--- config.mk ---
export PLATFORM = sky130hd
export DESIGN_NAME = uart_fifo_irq
export DESIGN_NICKNAME = d
export VERILOG_FILES = /design/src/rtl/uart_fifo_irq_pkg.sv /design/src/rtl/byte_fifo.sv /design/src/rtl/char_timer.sv /design/src/rtl/irq_prio.sv /design/src/rtl/uart_fifo_irq.sv
export SDC_FILE = /design/constraint.sdc
export NUM_CORES = 1
export LEC_CHECK = 0
export ABC_AREA = 0
export BUFFER_PORTS_ARGS = -buffer_cell sky130_fd_sc_hd__buf_2
export CAP_MARGIN = 20
export CORE_ASPECT_RATIO = 1.25
export CORE_MARGIN = 2
export CORE_UTILIZATION = 57
export CTS_CLUSTER_DIAMETER = 40
export DETAILED_ROUTE_END_ITERATION = 10
export PLACE_DENSITY = 0.87
export REMOVE_ABC_BUFFERS = 1
export SLEW_MARGIN = 20
export SYNTH_ARGS = -nofsm -noshare
export SYNTH_HDL_FRONTEND = slang
export SYNTH_SLANG_ARGS = --single-unit
--- constraint.sdc ---
create_clock -name clk -period 4.1 [get_ports clk]
set_input_delay 0 -clock clk [delete_from_list [all_inputs] [get_ports clk]]
set_output_delay 0 -clock clk [all_outputs]
set_load 0.02 [all_outputs]
--- src/rtl/uart_fifo_irq_pkg.sv ---
package uart_fifo_irq_pkg;

  typedef enum logic [3:0] {
    ID_MODEM   = 4'd0,
    ID_TX_THR  = 4'd1,
    ID_RX_THR  = 4'd2,
    ID_LINE    = 4'd3,
    ID_TIMEOUT = 4'd6
  } irq_id_e;

  typedef struct packed {
    logic brk;
    logic fe;
    logic pe;
  } rx_err_t;

  // receive trigger level in bytes held
  function automatic int unsigned rx_trig_level(input logic [2:0] sel);
    case (sel)
      3'd0:    return 1;
      3'd1:    return 8;
      3'd2:    return 16;
      3'd3:    return 56;
      3'd4:    return 60;
      default: return 8;
    endcase
  endfunction

  // transmit trigger level in free spaces
  function automatic int unsigned tx_trig_level(input logic [2:0] sel);
    case (sel)
      3'd0:    return 1;
      3'd1:    return 8;
      3'd2:    return 16;
      3'd3:    return 32;
      3'd4:    return 56;
      default: return 8;
    endcase
  endfunction

endpackage

--- src/rtl/byte_fifo.sv ---
module byte_fifo #(
  parameter int W     = 8,
  parameter int DEPTH = 64
) (
  input  logic                       clk,
  input  logic                       rst_n,
  input  logic                       push,
  input  logic                       pop,
  input  logic [W-1:0]               din,
  output logic [W-1:0]               dout,
  output logic [$clog2(DEPTH):0]     count,
  output logic                       full,
  output logic                       empty,
  output logic                       push_ok,
  output logic                       pop_ok
);
  localparam int AW = $clog2(DEPTH);
  localparam int CW = AW + 1;

  logic [W-1:0]  mem [DEPTH];
  logic [AW-1:0] wr_ptr, rd_ptr;

  assign full    = (count == CW'(DEPTH));
  assign empty   = (count == '0);
  assign push_ok = push && !full;
  assign pop_ok  = pop && !empty;
  assign dout    = mem[rd_ptr];

  always_ff @(posedge clk) begin
    if (push_ok) mem[wr_ptr] <= din;
  end

  always_ff @(posedge clk or negedge rst_n) begin
    if (!rst_n) begin
      wr_ptr <= '0;
      rd_ptr <= '0;
      count  <= '0;
    end else begin
      if (push_ok) wr_ptr <= wr_ptr + 1'b1;
      if (pop_ok)  rd_ptr <= rd_ptr + 1'b1;
      case ({push_ok, pop_ok})
        2'b10:   count <= count + 1'b1;
        2'b01:   count <= count - 1'b1;
        default: count <= count;
      endcase
    end
  end

  p_no_overflow_r1: assert property (@(posedge clk) disable iff (!rst_n)
    count <= CW'(DEPTH));

  p_full_push_ignored_r3: assert property (@(posedge clk) disable iff (!rst_n)
    (full && push && !pop) |=> (full && $stable(wr_ptr)));

endmodule

--- src/rtl/char_timer.sv ---
module char_timer #(
  parameter int LIMIT = 64
) (
  input  logic clk,
  input  logic rst_n,
  input  logic restart,
  input  logic has_data,
  output logic expired
);
  localparam int TW = $clog2(LIMIT + 1);

  logic [TW-1:0] cnt;

  always_ff @(posedge clk or negedge rst_n) begin
    if (!rst_n)                   cnt <= '0;
    else if (restart || !has_data) cnt <= '0;
    else if (cnt != TW'(LIMIT))   cnt <= cnt + 1'b1;
  end

  assign expired = has_data && (cnt == TW'(LIMIT));

  p_tmo_quiet_r8: assert property (@(posedge clk) disable iff (!rst_n)
    $rose(expired) |-> $past(!restart));

endmodule

--- src/rtl/irq_prio.sv ---
module irq_prio
  import uart_fifo_irq_pkg::*;
(
  input  logic       clk,
  input  logic       rst_n,
  input  logic       line_p,
  input  logic       rxthr_p,
  input  logic       tmo_p,
  input  logic       txthr_p,
  input  logic       modem_p,
  output logic [3:0] id,
  output logic       idle
);
  always_comb begin
    idle = 1'b0;
    if      (line_p)  id = ID_LINE;
    else if (rxthr_p) id = ID_RX_THR;
    else if (tmo_p)   id = ID_TIMEOUT;
    else if (txthr_p) id = ID_TX_THR;
    else if (modem_p) id = ID_MODEM;
    else begin
      id   = 4'd0;
      idle = 1'b1;
    end
  end

  p_line_wins_r9: assert property (@(posedge clk) disable iff (!rst_n)
    line_p |-> (id == 4'd3 && !idle));

  p_idle_none_r9: assert property (@(posedge clk) disable iff (!rst_n)
    idle |-> !(line_p || rxthr_p || tmo_p || txthr_p || modem_p));

endmodule

--- src/rtl/uart_fifo_irq.sv ---
module uart_fifo_irq
  import uart_fifo_irq_pkg::*;
#(
  parameter int DEPTH       = 64,
  parameter int CHAR_CYCLES = 16
) (
  input  logic       clk,
  input  logic       rst_n,
  input  logic       rx_push,
  input  logic [7:0] rx_din,
  input  logic       rx_din_pe,
  input  logic       rx_din_fe,
  input  logic       rx_din_brk,
  input  logic       rx_pop,
  output logic [7:0] rx_dout,
  output logic       rx_head_pe,
  output logic       rx_head_fe,
  output logic       rx_head_brk,
  output logic       rx_empty,
  output logic       rx_full,
  input  logic       tx_push,
  input  logic [7:0] tx_din,
  input  logic       tx_pop,
  output logic [7:0] tx_dout,
  output logic       tx_empty,
  output logic       tx_full,
  input  logic [2:0] rx_trig_sel,
  input  logic [2:0] tx_trig_sel,
  input  logic       en_line,
  input  logic       en_rx,
  input  logic       en_tx,
  input  logic       en_modem,
  input  logic       en2_rx_empty,
  input  logic       en2_tx_empty,
  input  logic       modem_req,
  output logic       err_any,
  output logic       overrun,
  output logic [3:0] irq_id,
  output logic       irq_idle,
  output logic [1:0] irq2_stat,
  output logic       irq
);
  localparam int CW        = $clog2(DEPTH) + 1;
  localparam int TMO_LIMIT = 4 * CHAR_CYCLES;
  localparam int RXW       = 8 + $bits(rx_err_t);

  // receive path
  rx_err_t        in_err, head_err;
  logic [RXW-1:0] rx_word, rx_head;
  logic [CW-1:0]  rx_count, tx_count, err_cnt;
  logic           rx_push_ok, rx_pop_ok, tx_push_ok, tx_pop_ok;
  logic           in_bad, head_bad;

  assign in_err  = '{brk: rx_din_brk, fe: rx_din_fe, pe: rx_din_pe};
  assign rx_word = {in_err, rx_din};

  byte_fifo #(.W(RXW), .DEPTH(DEPTH)) u_rxq (
    .clk(clk), .rst_n(rst_n), .push(rx_push), .pop(rx_pop), .din(rx_word),
    .dout(rx_head), .count(rx_count), .full(rx_full), .empty(rx_empty),
    .push_ok(rx_push_ok), .pop_ok(rx_pop_ok));

  assign head_err    = rx_err_t'(rx_head[RXW-1:8]);
  assign rx_dout     = rx_head[7:0];
  assign rx_head_pe  = head_err.pe;
  assign rx_head_fe  = head_err.fe;
  assign rx_head_brk = head_err.brk;

  // count of errored entries held; summary follows it
  assign in_bad   = |in_err;
  assign head_bad = |head_err;

  always_ff @(posedge clk or negedge rst_n) begin
    if (!rst_n) err_cnt <= '0;
    else case ({rx_push_ok && in_bad, rx_pop_ok && head_bad})
      2'b10:   err_cnt <= err_cnt + 1'b1;
      2'b01:   err_cnt <= err_cnt - 1'b1;
      default: err_cnt <= err_cnt;
    endcase
  end
  assign err_any = (err_cnt != '0);

  // overrun: dropped push sets, accepted pop clears, set wins
  logic rx_drop;
  assign rx_drop = rx_push && rx_full;

  always_ff @(posedge clk or negedge rst_n) begin
    if (!rst_n)         overrun <= 1'b0;
    else if (rx_drop)   overrun <= 1'b1;
    else if (rx_pop_ok) overrun <= 1'b0;
  end

  // transmit path
  byte_fifo #(.W(8), .DEPTH(DEPTH)) u_txq (
    .clk(clk), .rst_n(rst_n), .push(tx_push), .pop(tx_pop), .din(tx_din),
    .dout(tx_dout), .count(tx_count), .full(tx_full), .empty(tx_empty),
    .push_ok(tx_push_ok), .pop_ok(tx_pop_ok));

  // character timer
  logic tmo_evt;
  char_timer #(.LIMIT(TMO_LIMIT)) u_tmr (
    .clk(clk), .rst_n(rst_n), .restart(rx_push_ok || rx_pop_ok),
    .has_data(!rx_empty), .expired(tmo_evt));

  // pending sources
  logic rx_thr_hit, tx_thr_hit;
  logic line_p, rxthr_p, tmo_p, txthr_p, modem_p;

  assign rx_thr_hit = 32'(rx_count) >= rx_trig_level(rx_trig_sel);
  assign tx_thr_hit = 32'(tx_count) + tx_trig_level(tx_trig_sel) <= 32'(DEPTH);

  assign line_p  = en_line && (err_any || overrun);
  assign rxthr_p = en_rx && rx_thr_hit;
  assign tmo_p   = en_rx && tmo_evt;
  assign txthr_p = en_tx && tx_thr_hit;
  assign modem_p = en_modem && modem_req;

  irq_prio u_prio (
    .clk(clk), .rst_n(rst_n), .line_p(line_p), .rxthr_p(rxthr_p),
    .tmo_p(tmo_p), .txthr_p(txthr_p), .modem_p(modem_p),
    .id(irq_id), .idle(irq_idle));

  assign irq2_stat = {tx_empty && en2_tx_empty, rx_empty && en2_rx_empty};
  assign irq       = !irq_idle || (|irq2_stat);

  p_drop_sets_ovr_r2: assert property (@(posedge clk) disable iff (!rst_n)
    (rx_push && rx_full) |=> overrun);

  p_err_needs_data_r6: assert property (@(posedge clk) disable iff (!rst_n)
    rx_empty |-> !err_any);

  p_line_irq_r10: assert property (@(posedge clk) disable iff (!rst_n)
    (en_line && overrun) |-> irq);

endmodule

==> results of run 1 <==
-- per-layer routing --
layer	GRT usage (%)	share of wire (%)
met5	0	0.0098
met4	18.03	7.4
met2	53.17	54
met3	5.292	8.5
met1	32.09	30
-- synthesized netlist by cell type, drive strengths merged (2+ instances only) --
| cell | count | area [um^2] |
|---|---|---|
| or3b | 7 | 61.31 |
| mux2 | 8 | 90.09 |
| or3 | 2 | 12.51 |
| mux4 | 373 | 8419 |
| ha | 35 | 437.9 |
| nor3 | 7 | 35.03 |
| buf | 62 | 306.5 |
| o22ai | 4 | 25.02 |
| o31ai | 3 | 22.52 |
| nand3b | 7 | 52.55 |
| dfrtp | 53 | 1326 |
| nor2 | 170 | 638.1 |
| nand2 | 46 | 172.7 |
| xor2 | 16 | 140.1 |
| a21oi | 28 | 140.1 |
| fa | 3 | 60.06 |
| a21boi | 3 | 22.52 |
| o21ai | 29 | 145.1 |
| and2 | 7 | 43.79 |
| or2 | 4 | 25.02 |
| clkbuf | 54 | 202.7 |
| inv | 27 | 101.4 |
| nand4 | 5 | 31.28 |
| o221ai | 4 | 35.03 |
| nor2b | 12 | 75.07 |
| nor4b | 2 | 17.52 |
| o21a | 2 | 15.01 |
| a221oi | 8 | 70.07 |
| nand3 | 13 | 65.06 |
| mux2i | 35 | 350.3 |
| edfxtp | 1216 | 36520 |
| xnor2 | 30 | 262.8 |
| nor4 | 2 | 12.51 |
| and3 | 4 | 25.02 |
| a21o | 8 | 60.06 |
-- report_power, final --
part,switching (mW),internal (mW)
combinational,6.97,5.87
sequential,0.916,14.9
clock,5.15,7.09
total,13.0,27.8
-- critical path: cells and delay by family (launching register included) --
| kind | cells | cell delay [ps] |
|---|---|---|
| flops | 1 | 510 |
| buf+inv | 3 | 510 |
| compound gates | 7 | 1500 |
| simple gates | 4 | 550 |
| fa+ha+maj | 2 | 470 |
| xor+xnor | 1 | 180 |
| mux | 2 | 650 |
-- cell type report --
| class | instances | area (um^2) |
|---|---|---|
| fill | 5032 | 29390 |
| clock inverter | 75 | 855.8 |
| timing repair buffer | 244 | 1952 |
| clock buffer | 165 | 3563 |
| tap | 1168 | 1461 |
| multi-input combinational | 888 | 11850 |
| sequential | 1269 | 37860 |
| inverter | 27 | 101.3 |
| antenna | 3 | 7.507 |
-- repair_timing --
item	4_1_cts	5_1_grt
gates cloned	2	0
setup buffers	13	5
gates resized for setup	33	33
hold buffers	15	11
setup endpoints to repair	5	11
pin swaps	13	18
hold endpoints to repair	488	704
-- kinds of logic (layout without fill, tap and decap cells) --
kind of cell               count (synthesis)  after routing  synth area share (%)
DFF                                     1269           1269                 75.53
AOI/OAI and AO/OA                         97             97                 1.206
xor gates and xnor gates                  46             46                0.8041
adders and majority gates                 38             38                0.9939
buffers and inverters                    143            511                 1.219
muxes                                    416            416                 17.68
and+or+nand+nor                          290            290                 2.557
other                                      1              4              0.007485
-- worst min-delay path by stage --
stage	from	endpoint	slack, ps
after floorplan	rst_n	err_cnt[0]	-300
after global placement	rst_n	overrun	190
after detailed placement	rst_n	overrun	210
after CTS	tx_din[6]	u_txq.mem[4][6]	110
after global routing	tx_push	u_txq.wr_ptr[1]	320
final	tx_push	u_txq.wr_ptr[1]	270
-- sequential cells by signal (all words and copies together), names as in the netlist --
register,flops
overrun,1
u_txq.wr_ptr,6
u_rxq.wr_ptr,6
err_cnt,7
u_txq.rd_ptr,6
u_txq.mem,512
u_rxq.count,7
u_rxq.rd_ptr,6
u_tmr.cnt,7
u_rxq.mem,704
u_txq.count,7
-- per-stage QoR --
stage,total power [mW],utilization [%],cells
floorplan,23.49,-,2184
global placement,26.91,60.36,3553
detailed placement,27.53,60.38,3554
CTS,40.31,65.94,3824
global route,41.76,66.22,3836
finish,40.88,66.23,3839
-- cells in the final DEF, fill, tap and decap left out, types with 7 or more instances in the layout --
cell                            instances
sky130_fd_sc_hd__and2_1                 7
sky130_fd_sc_hd__nand3b_1               7
sky130_fd_sc_hd__buf_4                138
sky130_fd_sc_hd__ha_1                  31
sky130_fd_sc_hd__buf_6                  8
sky130_fd_sc_hd__inv_1                 26
sky130_fd_sc_hd__clkbuf_16            137
sky130_fd_sc_hd__dfrtp_1               46
sky130_fd_sc_hd__dlygate4sd3_1         26
sky130_fd_sc_hd__clkinv_2              18
sky130_fd_sc_hd__xor2_1                16
sky130_fd_sc_hd__o21ai_0               17
sky130_fd_sc_hd__nand3_1               13
sky130_fd_sc_hd__nor2_1               168
sky130_fd_sc_hd__mux2_2                 8
sky130_fd_sc_hd__buf_2                 58
sky130_fd_sc_hd__clkinv_1              13
sky130_fd_sc_hd__buf_12                13
sky130_fd_sc_hd__mux4_2               372
sky130_fd_sc_hd__xnor2_1               30
sky130_fd_sc_hd__mux2i_1               34
sky130_fd_sc_hd__edfxtp_1            1216
sky130_fd_sc_hd__a21o_1                 8
sky130_fd_sc_hd__bufinv_16             13
sky130_fd_sc_hd__nand2_1               46
sky130_fd_sc_hd__a21oi_1               22
sky130_fd_sc_hd__nor2b_1               10
sky130_fd_sc_hd__clkbuf_1              25
sky130_fd_sc_hd__inv_6                 13
==> metrics.txt, run 1 <==
# TYPE chip_impl_metric gauge
chip_impl_metric{name="slew_headroom",unit="%"} 31.03
chip_impl_metric{name="num_rows",unit=""} 121
chip_impl_metric{name="drt_pass1_iterations",unit=""} 6
chip_impl_metric{name="synth-warning-count",unit=""} 0
chip_impl_metric{name="netlist_instances",unit=""} 2300
chip_impl_metric{name="worst_slew_pin_slew",unit="ps"} 1031
chip_impl_metric{name="via_count",unit=""} 26020
chip_impl_metric{name="hold_ws",unit="ps"} 273.0
chip_impl_metric{name="worst_slack",unit="ps"} -384.0
chip_impl_metric{name="worst_path_largest_cell_delay",unit="ps"} 510
chip_impl_info{name="synth_top_flop_cell",value="sky130_fd_sc_hd__edfxtp_1"} 1
chip_impl_metric{name="drt_drc_violations_left",unit=""} 0
chip_impl_info{name="cts_tree",value="done"} 1
chip_impl_info{name="launching_element_type_of_the_critical_path",value="flip-flop"} 1
chip_impl_metric{name="dp_slack",unit="ps"} -362.9
chip_impl_metric{name="deepest_clock_path_buffer_count",unit=""} 3
chip_impl_metric{name="design.core.area",unit="um^2"} 87050
chip_impl_metric{name="netlist_area",unit="um^2"} 50100
chip_impl_metric{name="yosys.cell_types.count",unit=""} 53
chip_impl_info{name="worstPathCellList",value="buf_12 > buf_6 > mux2i_1 > a221oi_2 > a21oi_1 > nor2_1 > o21ai_1 > mux2i_1 > o31a_4 > ha_4 > buf_6 > ha_4 > nor2b_4 > o21ai_2 > a21boi_2 > o21ai_2 > and3_4 > nor3_4 > xor2_1"} 1
chip_impl_metric{name="post_layout_min_period",unit="ps"} 4484
chip_impl_metric{name="finalCritPeriodShare",unit="%"} 109.4
chip_impl_metric{name="synth_enable_flop_cells",unit=""} 1216
chip_impl_info{name="element_type_at_the_critical_path_end",value="flip-flop"} 1
chip_impl_metric{name="hold_viol_final",unit=""} 0
chip_impl_metric{name="setup_tns",unit="ps"} -1054
chip_impl_metric{name="vias_per_cell",unit=""} 6.779
chip_impl_metric{name="ys_seq_elements",unit=""} 1269
chip_impl_metric{name="clock_buffers_created_by_tritoncts",unit=""} 131
chip_impl_metric{name="timing.final.max_slew_violations",unit=""} 0
chip_impl_metric{name="cts_num_sinks",unit=""} 1269
chip_impl_metric{name="synth-seq-area-share",unit="%"} 75.53
chip_impl_metric{name="leakage",unit="nW"} 18.72
chip_impl_metric{name="r2r.worst_path.cells",unit=""} 19
chip_impl_info{name="crit_start",value="u_rxq.rd_ptr[0]"} 1
chip_impl_metric{name="wire_length_of_the_first_global_routing_pass",unit="um"} 189100
chip_impl_info{name="critical_path_cell_with_the_highest_stage_delay",value="sky130_fd_sc_hd__dfrtp_4"} 1
chip_impl_info{name="rsz0062_at_grt",value="yes"} 1
chip_impl_metric{name="critPathRequiredTime",unit="ps"} 4740
chip_impl_metric{name="timing.critical_path.fanout_max",unit=""} 16
chip_impl_metric{name="postPlaceCellArea",unit="um^2"} 52560
chip_impl_metric{name="clock-skew-final",unit="ps"} 35.11
chip_impl_metric{name="globalRouteTotalUtil",unit="%"} 29.36
chip_impl_metric{name="power.density_cell_area",unit="nW/um^2"} 709.0
chip_impl_metric{name="drt-wirelength-per-cell",unit="um"} 34.42
chip_impl_metric{name="ys_async_sr_fraction",unit="%"} 4.177
chip_impl_metric{name="place.detailed.hpwl",unit="um"} 72410
chip_impl_metric{name="io_pins",unit=""} 71
chip_impl_metric{name="nets",unit=""} 2637
chip_impl_metric{name="initial_core_util",unit="%"} 57.55
chip_impl_metric{name="worst_setup_hold_path_clk_slew",unit="ps"} 60
chip_impl_metric{name="max_freq",unit="MHz"} 223.0
chip_impl_metric{name="grt_pass1_vias",unit=""} 27050
chip_impl_metric{name="antenna_violations_before_repair",unit=""} 5
chip_impl_metric{name="vdd_drop_max",unit="V"} 0.0006167
chip_impl_metric{name="grt_remaining_overflow",unit=""} 0
chip_impl_metric{name="area_growth_syn_to_layout",unit="%"} 15.08
chip_impl_metric{name="cap_viol_max_count",unit=""} 0
chip_impl_metric{name="critical_path_arrival",unit="ps"} 5120
chip_impl_info{name="critical_path.reg2reg.endpoint",value="err_cnt[6]"} 1
chip_impl_info{name="cp_capture_point",value="err_cnt[6]"} 1
chip_impl_metric{name="gpl.final_weighted_congestion",unit=""} 0.8852
chip_impl_metric{name="insertion_delay_to_the_later_sink_of_the_worst_skew_pair",unit="ps"} 750
chip_impl_metric{name="hold_path_depth",unit=""} 4
chip_impl_info{name="hold_class",value="input pin to flip-flop"} 1
chip_impl_info{name="rr_startpoint",value="u_rxq.rd_ptr[0]"} 1
chip_impl_metric{name="die_outline_width",unit="um"} 269.2
chip_impl_info{name="violations_in_the_final_reports",value="negative setup slack"} 1
chip_impl_info{name="status",value="complete, but fails checks"} 1
chip_impl_info{name="setup.worst_path.class",value="flip-flop to flip-flop"} 1
chip_impl_metric{name="drt_iter0_drc",unit=""} 3303
chip_impl_metric{name="cts-htree-levels",unit=""} 4
chip_impl_metric{name="place.port_buffers",unit=""} 69
chip_impl_metric{name="layout-drive-gt1-share",unit="%"} 31.90
chip_impl_metric{name="route.final.wire_length",unit="um"} 132100
chip_impl_metric{name="chipHeight",unit="um"} 335.5
chip_impl_metric{name="layout.cell_area.non_filler",unit="um^2"} 57660
chip_impl_metric{name="die-area",unit="um^2"} 90300
chip_impl_metric{name="syn_area_per_cell",unit="um^2"} 21.78
chip_impl_metric{name="final_antenna_net_count",unit=""} 0
chip_impl_metric{name="grt_start_max_net_pins",unit=""} 65
chip_impl_metric{name="final-setup-viol-count",unit=""} 4
chip_impl_info{name="cts_root_buf",value="sky130_fd_sc_hd__clkbuf_16"} 1
chip_impl_metric{name="ff2ff_setup_slack",unit="ps"} -380
No activity file was read; power rests on OpenSTA's default activity.
==> run 2, diff against run 1 <==
Settings changed: CORE_UTILIZATION 57 to 60.
Clock period 4.1 ns to 4.15 ns, I/O delays scaled along.
==> run 2 against run 1 <==
Compared with the run above: the flow finishes with violations (negative hold slack, negative setup slack); critical path type unchanged; register-to-register slack improved by 290 ps; clock skew rose by 15 ps; final area shrank 1.3%; power shrank 5.0%; sequential power hardly changed; utilization increased by 2.5 points; clock-buffer cell count fell by 28; hold slack worse by 280 ps; cell count fell by 2.9%; critical path depth shrank 5.
==> metrics.txt, run 2 (synthesized netlist as in run 1, its figures left out) <==
# TYPE chip_impl_metric gauge
chip_impl_metric{name="post-place-cells",unit=""} 3471
chip_impl_metric{name="cts_num_sinks",unit=""} 1269
chip_impl_metric{name="deepest_clock_path_buffer_count",unit=""} 3
chip_impl_info{name="largest_register",value="u_rxq.mem"} 1
chip_impl_metric{name="timing.final.max_slew_violations",unit=""} 0
chip_impl_metric{name="timing.critical_path.fanout_max",unit=""} 8
chip_impl_info{name="violations_in_the_final_reports",value="negative hold slack, negative setup slack"} 1
chip_impl_info{name="status",value="complete, but fails checks"} 1
chip_impl_metric{name="die_outline_width",unit="um"} 262.5
chip_impl_metric{name="post_layout_min_period",unit="ps"} 4242
chip_impl_metric{name="setup_tns",unit="ps"} -194.0
chip_impl_metric{name="die-area",unit="um^2"} 85840
chip_impl_metric{name="final-setup-viol-count",unit=""} 3
chip_impl_metric{name="grt_pass1_vias",unit=""} 26800
chip_impl_metric{name="power.density_cell_area",unit="nW/um^2"} 682.0
chip_impl_metric{name="max_reg_flops",unit=""} 704
chip_impl_metric{name="drt-wirelength-per-cell",unit="um"} 34.27
chip_impl_metric{name="finalCritPeriodShare",unit="%"} 102.2
chip_impl_info{name="most_common_cell_after_layout_fill_and_taps_aside",value="sky130_fd_sc_hd__edfxtp_1"} 1
chip_impl_info{name="reg_top3",value="u_rxq.mem (704), u_txq.mem (512)"} 1
chip_impl_info{name="setup.worst_path.class",value="flip-flop to flip-flop"} 1
chip_impl_metric{name="layout.cell_area.non_filler",unit="um^2"} 56920
chip_impl_metric{name="worst_slew_pin_slew",unit="ps"} 1037
chip_impl_metric{name="num_rows",unit=""} 118
chip_impl_metric{name="critPathRequiredTime",unit="ps"} 4740
chip_impl_metric{name="grt_start_max_net_pins",unit=""} 65
chip_impl_info{name="cts_root_buf",value="sky130_fd_sc_hd__clkbuf_16"} 1
chip_impl_metric{name="r2r.worst_path.cells",unit=""} 14
chip_impl_metric{name="postPlaceCellArea",unit="um^2"} 52460
chip_impl_info{name="hold_class",value="input pin to flip-flop"} 1
chip_impl_info{name="grt-busiest-layer",value="met2"} 1
chip_impl_metric{name="route.final.wire_length",unit="um"} 127700
chip_impl_info{name="launching_element_type_of_the_critical_path",value="flip-flop"} 1
chip_impl_metric{name="critical_path_arrival",unit="ps"} 4830
chip_impl_metric{name="grt_remaining_overflow",unit=""} 0
chip_impl_metric{name="vdd_drop_max",unit="V"} 0.0007441
chip_impl_metric{name="cts-htree-levels",unit=""} 3
chip_impl_metric{name="insertion_delay_to_the_later_sink_of_the_worst_skew_pair",unit="ps"} 710
chip_impl_metric{name="via_count",unit=""} 25610
chip_impl_metric{name="postLayoutCoreUtil",unit="%"} 68.72
chip_impl_metric{name="nets",unit=""} 2621
chip_impl_metric{name="hold_viol_final",unit=""} 2
chip_impl_metric{name="drt_drc_violations_left",unit=""} 0
chip_impl_metric{name="worst_slack",unit="ps"} -92.11
chip_impl_metric{name="grt_util_met2",unit="%"} 53.84
chip_impl_metric{name="initial_core_util",unit="%"} 60.49
chip_impl_metric{name="grt_use_met1",unit="%"} 34.36
chip_impl_metric{name="area_growth_syn_to_layout",unit="%"} 13.61
chip_impl_metric{name="io_pins",unit=""} 71
chip_impl_metric{name="drt_pass1_iterations",unit=""} 6
chip_impl_metric{name="final_antenna_net_count",unit=""} 0
chip_impl_info{name="cts_tree",value="done"} 1
chip_impl_metric{name="clock_buffers_created_by_tritoncts",unit=""} 115
chip_impl_metric{name="globalRouteTotalUtil",unit="%"} 30.00
chip_impl_metric{name="leakage",unit="nW"} 18.43
chip_impl_info{name="most-common-layout-cells",value="sky130_fd_sc_hd__edfxtp_1, sky130_fd_sc_hd__mux4_2, sky130_fd_sc_hd__nor2_1"} 1
chip_impl_metric{name="wire_length_of_the_first_global_routing_pass",unit="um"} 185000
chip_impl_metric{name="vias_per_cell",unit=""} 6.874
chip_impl_metric{name="hold_ws",unit="ps"} -2.387
chip_impl_metric{name="final-instance-count-excl-fill",unit=""} 3726
chip_impl_metric{name="cap_viol_max_count",unit=""} 0
chip_impl_metric{name="hold_path_depth",unit=""} 2
chip_impl_metric{name="place.port_buffers",unit=""} 69
chip_impl_metric{name="gpl.final_weighted_congestion",unit=""} 0.8923
chip_impl_info{name="element_type_at_the_critical_path_end",value="flip-flop"} 1
chip_impl_metric{name="antenna_violations_before_repair",unit=""} 1
chip_impl_info{name="rsz0062_at_grt",value="yes"} 1
chip_impl_metric{name="grt.met3_usage",unit="%"} 4.924
chip_impl_metric{name="max_freq",unit="MHz"} 235.7
chip_impl_metric{name="clock-skew-final",unit="ps"} 50.09
chip_impl_metric{name="place.detailed.hpwl",unit="um"} 71500
chip_impl_metric{name="design.core.area",unit="um^2"} 82830
chip_impl_metric{name="chipHeight",unit="um"} 327.1
chip_impl_metric{name="slew_headroom",unit="%"} 30.84
chip_impl_metric{name="drt_iter0_drc",unit=""} 3860
chip_impl_metric{name="layout-drive-gt1-share",unit="%"} 31.00
chip_impl_metric{name="worst_setup_hold_path_clk_slew",unit="ps"} 70
[run 2: changes by cell type in the layout (fill, tap and decap cells not counted), sizes merged]
cell         before  now
buf             218  219
clkbuf          165  137
clkinv           40   48
clkinvlp          4    7
diode             3    1
dlygate4sd3      26   25
inv              45   39
[run 2: timing repair]
item | CTS | global route
hold buffers | 16 | 10
endpoints found under the hold margin | 337 | 602
cloned | 2 | 0
setup endpoints to repair | 4 | 3
setup buffers | 7 | 3
resized for setup | 38 | 12
pin swaps | 13 | 22
[run 2: final timing paths]
kind / start / slack (ps) / end
max in group asynchronous: rst_n / 3330 / u_txq.rd_ptr[1]
max: u_rxq.rd_ptr[0] / -90 / err_cnt[5]
min reg2reg: err_cnt[6] / 500 / err_cnt[6]
min in group asynchronous: rst_n / 400 / overrun
max reg2reg: u_rxq.rd_ptr[0] / -90 / err_cnt[5]
min: tx_din[7] / -2 / u_txq.mem[1][7]
[run 2: layer usage]
layer / part of all wire (%) / vias to the layer above
met5: 0 / -
met4: 6.8 / 0
met3: 8.5 / 457
met2: 53 / 1848
met1: 31 / 13300
li1: - / 10010
[run 2: power breakdown]
part	switching, mW	internal (mW)	leakage [nW]
clock network	4.85	6.05	1.88
registers	0.898	14.7	11.6
logic	6.60	5.73	4.97
total	12.3	26.5	18.4
[run 2: critical path, stage by stage (launching register included)]
cell and delay [ps]:
sky130_fd_sc_hd__dfrtp_4 510, sky130_fd_sc_hd__buf_12 170, sky130_fd_sc_hd__mux4_2 500, sky130_fd_sc_hd__mux4_2 550, sky130_fd_sc_hd__mux4_2 520, sky130_fd_sc_hd__o31a_1 380
sky130_fd_sc_hd__ha_4 240, sky130_fd_sc_hd__buf_6 140, sky130_fd_sc_hd__ha_4 200, sky130_fd_sc_hd__a21o_1 170, sky130_fd_sc_hd__a21oi_2 210, sky130_fd_sc_hd__o21ai_2 90
sky130_fd_sc_hd__a21oi_2 160, sky130_fd_sc_hd__xor2_1 160, sky130_fd_sc_hd__o21ai_1 90
[run 2: stage by stage]
step,power (mW),setup slack [ps]
2_1_floorplan,23.24,-6350
3_3_place_gp,26.58,-111.0
3_5_place_dp,27.14,-473.2
4_1_cts,38.44,13.56
5_1_grt,39.76,-134.9
6_report,38.82,-92.11
[run 2: layout make-up]
cell class                      instances  area [um^2]
Tap cell                             1080         1351
Multi-Input combinational cell        888        11800
Timing Repair Buffer                  244         1939
Fill cell                            4521        25910
Clock inverter                         80        860.8
Clock buffer                          137         3003
Antenna cell                            1        2.502
Inverter                               27        101.3
Sequential cell                      1269        37860
